File: src/rtl/tmpw_pkg.sv
package tmpw_pkg;

    localparam int unsigned DEF_SPARE_N   = 20;
    localparam int unsigned DEF_DATA_W    = 32;
    localparam int unsigned DEF_ADDR_W    = 8;
    localparam int unsigned DEF_SYNC      = 2;
    localparam int unsigned DEF_BUSY      = 4;

    // byte offsets of the control-side registers
    localparam int unsigned OFS_IEN       = 'h28;
    localparam int unsigned OFS_ISTAT     = 'h2C;
    localparam int unsigned OFS_CTRL      = 'h3C;
    localparam int unsigned OFS_SPARE0    = 'h40;
    localparam int unsigned SPARE_STRIDE  = 4;

    // bit positions
    localparam int unsigned CTL_EN_BIT    = 0;
    localparam int unsigned CTL_EDGE_BIT  = 1;
    localparam int unsigned CTL_RDY_BIT   = 7;
    localparam int unsigned TAMP_BIT      = 2;

    typedef enum logic {
        EDGE_RISE = 1'b0,
        EDGE_FALL = 1'b1
    } edge_sel_e;

    typedef struct packed {
        logic      enable;
        edge_sel_e edge_sel;
    } tamper_cfg_t;

    typedef struct packed {
        logic flag;
        logic ien;
    } tamper_irq_t;

    function automatic int unsigned spare_offset(input int unsigned k);
        return OFS_SPARE0 + SPARE_STRIDE * k;
    endfunction

endpackage

File: src/rtl/tmpw_edge_detect.sv
module tmpw_edge_detect
    import tmpw_pkg::*;
#(
    parameter int unsigned STAGES = DEF_SYNC
) (
    input  logic        clk,
    input  logic        rst,
    input  logic        pin_i,
    input  tamper_cfg_t cfg_i,
    output logic        event_o
);
    localparam int unsigned TOP = STAGES - 1;

    logic [STAGES-1:0] sync_q;
    logic              last_q;
    logic              rise;
    logic              fall;

    always_ff @(posedge clk) begin
        if (rst) begin
            sync_q <= '0;
            last_q <= 1'b0;
        end else begin
            sync_q <= {sync_q[STAGES-2:0], pin_i};
            last_q <= sync_q[TOP];
        end
    end

    assign rise = sync_q[TOP] & ~last_q;
    assign fall = ~sync_q[TOP] & last_q;

    always_comb begin
        event_o = 1'b0;
        if (cfg_i.enable) begin
            event_o = (cfg_i.edge_sel == EDGE_FALL) ? fall : rise;
        end
    end

    // an event needs the synchronised level to have just moved
    a_r5_event_on_change: assert property (@(posedge clk) disable iff (rst)
        event_o |-> !$stable(sync_q[TOP]));

endmodule

File: src/rtl/tmpw_spare_bank.sv
module tmpw_spare_bank
    import tmpw_pkg::*;
#(
    parameter int unsigned N    = DEF_SPARE_N,
    parameter int unsigned W    = DEF_DATA_W,
    parameter int unsigned BUSY = DEF_BUSY
) (
    input  logic                clk,
    input  logic                rst,
    input  logic                wipe_i,
    input  logic                wr_i,
    input  logic [N-1:0]        sel_i,
    input  logic [W-1:0]        wdata_i,
    output logic [N-1:0][W-1:0] bank_o,
    output logic                ready_o
);
    localparam int unsigned CNT_W = $clog2(BUSY + 1);

    logic [CNT_W-1:0] busy_q;
    logic             any_wr;

    assign any_wr = wr_i & (|sel_i);

    for (genvar k = 0; k < N; k++) begin : g_word
        always_ff @(posedge clk) begin
            if (rst || wipe_i) begin
                bank_o[k] <= '0;
            end else if (wr_i && sel_i[k]) begin
                bank_o[k] <= wdata_i;
            end
        end
    end

    always_ff @(posedge clk) begin
        if (rst) begin
            busy_q <= '0;
        end else if (any_wr) begin
            busy_q <= CNT_W'(BUSY);
        end else if (busy_q != '0) begin
            busy_q <= busy_q - 1'b1;
        end
    end

    assign ready_o = (busy_q == '0);

    // a wipe leaves every word at zero, whatever else was written
    a_r5_wipe_clears: assert property (@(posedge clk) disable iff (rst)
        wipe_i |=> (bank_o == '0));

    // a spare write always opens the update window
    a_r3_ready_drops: assert property (@(posedge clk) disable iff (rst)
        any_wr |=> !ready_o);

    // the window counter never exceeds its length
    a_r3_window_bound: assert property (@(posedge clk) disable iff (rst)
        busy_q <= CNT_W'(BUSY));

endmodule

File: src/rtl/tmpw_irq_ctrl.sv
module tmpw_irq_ctrl
    import tmpw_pkg::*;
(
    input  logic clk,
    input  logic rst,
    input  logic event_i,
    input  logic clr_i,
    input  logic ien_i,
    output logic flag_o,
    output logic irq_o,
    output logic wake_o
);
    tamper_irq_t st;

    always_ff @(posedge clk) begin
        if (rst) begin
            flag_o <= 1'b0;
            wake_o <= 1'b0;
        end else begin
            wake_o <= event_i;
            if (event_i) begin
                flag_o <= 1'b1;
            end else if (clr_i) begin
                flag_o <= 1'b0;
            end
        end
    end

    assign st.flag = flag_o;
    assign st.ien  = ien_i;
    assign irq_o   = st.flag & st.ien;

    // an event always leaves the flag set
    a_r7_flag_set: assert property (@(posedge clk) disable iff (rst)
        event_i |=> flag_o);

    // every wake pulse follows an event
    a_r9_wake_source: assert property (@(posedge clk) disable iff (rst)
        wake_o |-> $past(event_i));

    // the flag only rises because of an event
    a_r7_flag_cause: assert property (@(posedge clk) disable iff (rst)
        $rose(flag_o) |-> $past(event_i));

endmodule

File: src/rtl/tamper_wipe_bank.sv
module tamper_wipe_bank
    import tmpw_pkg::*;
#(
    parameter int unsigned SPARE_N     = DEF_SPARE_N,
    parameter int unsigned DATA_W      = DEF_DATA_W,
    parameter int unsigned ADDR_W      = DEF_ADDR_W,
    parameter int unsigned SYNC_STAGES = DEF_SYNC,
    parameter int unsigned BUSY_CYCLES = DEF_BUSY
) (
    input  logic              clk,
    input  logic              rst,
    input  logic              tamper_in,
    input  logic              reg_wr,
    input  logic [ADDR_W-1:0] reg_addr,
    input  logic [DATA_W-1:0] reg_wdata,
    output logic [DATA_W-1:0] reg_rdata,
    output logic              irq,
    output logic              wake
);
    tamper_cfg_t                    cfg_q;
    logic                           ien_q;
    logic                           evt;
    logic                           flag;
    logic                           ready;
    logic [SPARE_N-1:0]             sel;
    logic [SPARE_N-1:0][DATA_W-1:0] bank;
    logic                           hit_ctrl;
    logic                           hit_ien;
    logic                           hit_istat;
    logic                           clr_flag;

    assign hit_ctrl  = (reg_addr == ADDR_W'(OFS_CTRL));
    assign hit_ien   = (reg_addr == ADDR_W'(OFS_IEN));
    assign hit_istat = (reg_addr == ADDR_W'(OFS_ISTAT));

    for (genvar k = 0; k < SPARE_N; k++) begin : g_dec
        assign sel[k] = (reg_addr == ADDR_W'(spare_offset(k)));
    end

    assign clr_flag = reg_wr & hit_istat & reg_wdata[TAMP_BIT];

    always_ff @(posedge clk) begin
        if (rst) begin
            cfg_q <= '0;
            ien_q <= 1'b0;
        end else if (reg_wr) begin
            if (hit_ctrl) begin
                cfg_q.enable   <= reg_wdata[CTL_EN_BIT];
                cfg_q.edge_sel <= edge_sel_e'(reg_wdata[CTL_EDGE_BIT]);
            end
            if (hit_ien) begin
                ien_q <= reg_wdata[TAMP_BIT];
            end
        end
    end

    tmpw_edge_detect #(
        .STAGES (SYNC_STAGES)
    ) edge_i (
        .clk     (clk),
        .rst     (rst),
        .pin_i   (tamper_in),
        .cfg_i   (cfg_q),
        .event_o (evt)
    );

    tmpw_spare_bank #(
        .N    (SPARE_N),
        .W    (DATA_W),
        .BUSY (BUSY_CYCLES)
    ) bank_i (
        .clk     (clk),
        .rst     (rst),
        .wipe_i  (evt),
        .wr_i    (reg_wr),
        .sel_i   (sel),
        .wdata_i (reg_wdata),
        .bank_o  (bank),
        .ready_o (ready)
    );

    tmpw_irq_ctrl irq_i (
        .clk     (clk),
        .rst     (rst),
        .event_i (evt),
        .clr_i   (clr_flag),
        .ien_i   (ien_q),
        .flag_o  (flag),
        .irq_o   (irq),
        .wake_o  (wake)
    );

    always_comb begin
        reg_rdata = '0;
        if (hit_ctrl) begin
            reg_rdata[CTL_EN_BIT]   = cfg_q.enable;
            reg_rdata[CTL_EDGE_BIT] = cfg_q.edge_sel;
            reg_rdata[CTL_RDY_BIT]  = ready;
        end
        if (hit_ien) begin
            reg_rdata[TAMP_BIT] = ien_q;
        end
        if (hit_istat) begin
            reg_rdata[TAMP_BIT] = flag;
        end
        for (int k = 0; k < SPARE_N; k++) begin
            if (sel[k]) begin
                reg_rdata = bank[k];
            end
        end
    end

    // the interrupt line never rises without an enabled, set flag
    a_r8_irq_gated: assert property (@(posedge clk) disable iff (rst)
        irq |-> (flag && ien_q));

    // control bits only move on a control write
    a_r4_cfg_hold: assert property (@(posedge clk) disable iff (rst)
        !(reg_wr && hit_ctrl) |=> $stable(cfg_q));

endmodule

File: config.mk
export PLATFORM = sky130hd
export DESIGN_NAME = tamper_wipe_bank
export DESIGN_NICKNAME = d
export VERILOG_FILES = /design/src/rtl/tmpw_pkg.sv /design/src/rtl/tmpw_edge_detect.sv /design/src/rtl/tmpw_spare_bank.sv /design/src/rtl/tmpw_irq_ctrl.sv /design/src/rtl/tamper_wipe_bank.sv
export SDC_FILE = /design/constraint.sdc
export NUM_CORES = 2
export LEC_CHECK = 0
export ABC_CLOCK_PERIOD_IN_PS = 3510
export CAP_MARGIN = 10
export CORE_MARGIN = 4
export CORE_UTILIZATION = 40
export CTS_CLUSTER_DIAMETER = 120
export CTS_CLUSTER_SIZE = 25
export DETAILED_ROUTE_END_ITERATION = 8
export GPL_TIMING_DRIVEN = 0
export PLACE_DENSITY = 0.59
export REMOVE_ABC_BUFFERS = 1
export SYNTH_ARGS = -nofsm -noshare
export SYNTH_HDL_FRONTEND = slang
export SYNTH_SLANG_ARGS = --single-unit
File: constraint.sdc
create_clock -name clk -period 3.51 [get_ports clk]
set_input_delay 0.5265 -clock clk [delete_from_list [all_inputs] [get_ports clk]]
set_output_delay 0.5265 -clock clk [all_outputs]
set_load 0.01 [all_outputs]
==> summary.md <==
| Metric | Value |
|---|---|
| Status | finished, violations left |
| Violations in the final reports | setup timing |
| Total power density per cell area | 379 nW/um2 |
| Static leakage | ~11 nW |
| Initial core utilization | 40.3% |
| Register bit count reported by yosys | ~650 |
| Number of cells on the worst reg-to-reg path | 9 |
| Finished Cell Area | 33500 um2 |
| Antenna violations before repair | 1 |
| Worst Setup Start Kind | input pin |
| Post-DRT Antenna Nets | 0 |
| TritonCTS Buffers | 30 |
| Synthesized netlist cell count | 4007 |
| Core area | between 70000 and 80000 um2 |
| Min-Delay Startpoint | reg_wr |
| Floorplan row count | a little under 100 |
| Slew at the pin with the worst max-slew slack | 1.24 ns |
| Final Hold Fails | 0 |
| Distinct cells, synth | 81 |
| IO Count | approximately 80 |
| R2r startpoint | cfg_q[0] |
| Most used standard cells in the synthesized netlist | 1418 x nand2_1, 735 x a21oi_1, 651 x dfxtp_1 |
| Final worst clock skew | between 0.04 and 0.05 ns |
| Leading area contributor after synthesis | dfxtp_1 |
| Count of warnings emitted by yosys | 0 |
| Final worst-path cycle share | 102% |
| Port buffer count | 77 |
| Synthesized area divided by synthesized cell count | 7.33 um2 |
| Final core utilization | 46.0% |
| Capture endpoint of the worst hold path | cfg_q[1] |
| Final Max Slew Viols | 0 |
| Number of iterations in the first detailed-routing pass | 6 |
| Total of endpoints with negative setup slack in the final report | 3 |
| Worst R2R End | bank_i.bank_o[539] |
| Area grow syn2layout | 14.1% |
| Psw | roughly 3.3 mW |
| CTS H-tree lvls | 1 |
| Post-route worst setup slack | -0.0583 ns |
| Wire length reported by the detailed router | 117000 um |
| CTS tree | done |
| Post-Place Cells | 4696 |
| Die Span X | ~280 um |
| Internal power | approximately 9.4 mW |
| Peak ir drop on the vdd network | 354 uV |
| Max Cap Viol | 0 |
| Cell depth of the worst hold path | 3 |
| Placed wire-length estimate after detailed placement | 65100 um |
| Total placed instance area | 30900 um2 |
| Maximum number of pins on one net before global-route repair | 85 |
| Worst setup path category | in2out |
| Max Fanout on Critical Path | 22 |
| Clock tree buffer depth | 3 |
| Cell area after synthesis | 29400 um2 |
| Pwr Total | 12.7 mW |
| Height of the chip | between 200 and 300 um |
| Cell at the root of the clock tree | clkbuf_16 |
| Critical Path Sink Type | output pin |
| Critical Path RT | roughly 3.0 ns |
| Async set-or-reset flop fraction in the synthesized netlist | 0% |
| Reg clk slew, reported paths | approximately 0.10 ns |
| Via count | between 20000 and 30000 |
| Type of the tightest min-delay check | in2reg |
| Wire length of the first global-routing pass | 174000 um |
| Layout cells sized above 1 | 9.79% |
| Top-area cell type share of the netlist area | approximately 44% |
| Total grt overflow | 0 |
| Total clock sinks | around 650 |
| DRC violations left | 0 |
| Post-CTS Hold Fix Bufs | 0 |
| Combinational share of power | 9.1% |
| Proportion of power drawn by flip-flops and latches | a little under 60% |
| Layout Cells excl Fill | between 4000 and 5000 |
| Via count normalized by instance count | 5.94 |
| Main area contributors after synthesis | dfxtp_1 44%, nand2_1 18%, a21oi_1 13% |
| RSZ-0062 raised after global routing | yes |
| Final-stage net count | 3928 |
| Number of synthesized flops with an enable pin | 0 |
| Seq/Total Area, Yosys | between 40 and 50% |
| DRT iter0 DRCs | 3640 |
| Net switching share of the total power | 26.2% |
| Clock network power share | 32.5% |
| Most frequently used flop master after synthesis | dfxtp_1 |
| Routed len/inst | 24.1 um |
| Internal reg-to-reg setup slack | 0.60 ns |
| Most instantiated library cell after synthesis | nand2_1 |
| Clock latency of the later-clocked register in the worst-skew pair | 0.65 ns |
| Global routing usage summed across all routing layers | 28.6% |
| Relative slew slack | 17.3% |
| WP data arrival | just over 3 ns |
| Period minus WS final | 3.57 ns |
| Max Clk Rate | 0.280 GHz |
| Vias in the first global route | 26500 |
| Area of the die | 77800 um2 |
| Number of diodes | 0 |
| Final weighted congestion in routability-driven placement | 0.820 |
## repair_timing
item | 4_1_cts | 5_1_grt
setup buffers | 83 | 8
pin swaps | 50 | 8
endpoints found under the setup margin | 160 | 12
hold endpoints to repair | 0 | 0
gates cloned | 21 | 0
gates resized for setup | 205 | 15
## cell type report
type | instances | area, um2
Clock buffer | 32 | 779
Inverter | 12 | 45.0
Sequential cell | 651 | 13000
Tap cell | 959 | 1200
Fill cell | 7320 | 39300
Clock inverter | 1 | 30.0
Timing Repair Buffer | 230 | 2990
Multi-Input combinational cell | 2956 | 15400
## how the worst max path moves through the flow
stage | start | to | slack (ns) | cells after the start
after floorplan | rst | bank_i.bank_o[0] | -8.42 | 2
after global placement | reg_addr[3] | reg_rdata[19] | -18.10 | 8
after detailed placement | reg_addr[5] | reg_rdata[2] | -2.53 | 9
after CTS | reg_addr[0] | reg_rdata[4] | 0.00003 | 9
after global routing | reg_addr[5] | reg_rdata[3] | -0.08 | 11
final | reg_addr[5] | reg_rdata[3] | -0.06 | 11
## per-layer routing
metal / GRT usage [%] / routed length, um
met3: 4.60 / 10600
met1: 38.5 / 47700
met4: 12.5 / 6400
met2: 45.6 / 51900
met5: 0 / 12
## state kept, by name (all words and copies together) (netlist names)
name           cells
bank_i.bank_o    640
bank_i.busy_q      3
cfg_q              2
edge_i.sync_q      2
edge_i.last_q      1
ien_q              1
irq_i.flag_o       1
irq_i.wake_o       1
## metrics by stage
| stage | hold WS [ns] | worst slack, ns | TNS [ns] |
|---|---|---|---|
| floorplan | 0.414 | -8.42 | -5405.15 |
| global route | 0.335 | -0.0781 | -0.153 |
| finish | 0.328 | -0.0583 | -0.115 |
| CTS | 0.324 | 0.0000338 | 0 |
| global placement | 0.422 | -18.10 | - |
| detailed placement | 0.425 | -2.53 | -362.77 |
## worst max-delay path, cell delays in order
cell,delay [ns]
buf_4,0.17
buf_16,0.19
nor4b_4,0.26
buf_4,0.21
buf_6,0.22
nand2_1,0.18
o21ai_1,0.17
o21ai_0,0.14
a21oi_2,0.25
o21ai_1,0.18
clkdlybuf4s50_1,0.52
## cells in the final DEF (no fill, tap or decap), types with 6 or more instances in the layout
cell type        synthesis  layout
and3_2                   0      16
a21oi_1                735     726
a22o_1                  25      25
nand3_2                  0      11
o22ai_1                 43      39
clkbuf_16                0      31
mux2_2                  23      23
buf_4                   11      89
nand2_1               1418    1397
clkdlybuf4s50_1          0      39
buf_12                   0      22
nor2_1                 135     121
o2bb2ai_1               29      28
dlygate4sd2_1            0      24
bufbuf_16                0      11
nand2_2                  1      18
a22oi_2                  0       6
o211ai_1                14      14
o21ai_0                115      94
mux2i_1                 78      78
a211oi_1                10       8
nand2b_1                 8       6
o21ai_1                  7      23
a221oi_1                20      17
buf_6                    3       8
nor2b_1                 15      12
nor2_4                   1      19
o221ai_1                19      17
a221o_1                  7       7
inv_1                   12      12
nand3_1                 37      26
a22oi_1                 53      47
a31oi_1                 16      14
a21oi_2                  0       8
buf_16                   0      25
dfxtp_1                651     651
## power groups by stage
| stage | combinational, mW | sequential (mW) | clock (mW) |
|---|---|---|---|
| 6_report | 1.15 | 7.41 | 4.12 |
| 5_1_grt | 1.19 | 7.42 | 4.39 |
| 4_1_cts | 1.12 | 7.41 | 4.15 |
| 3_5_place_dp | 0.940 | 7.58 | 0 |
| 3_3_place_gp | 0.970 | 7.58 | 0 |
| 2_1_floorplan | 0.356 | 7.58 | 0 |
## cell families (layout without fill, tap and decap cells)
group | count (synthesis) | after routing | synth area share, %
xor+xnor | 2 | 2 | 0.0597
fa+ha+maj | 3 | 3 | 0.128
compound gates | 1152 | 1152 | 22.6
flops | 651 | 651 | 44.4
simple gates | 1685 | 1694 | 23.0
mux | 105 | 105 | 3.85
buf+inv | 409 | 275 | 5.94
No activity file was read; power rests on OpenSTA's default activity.
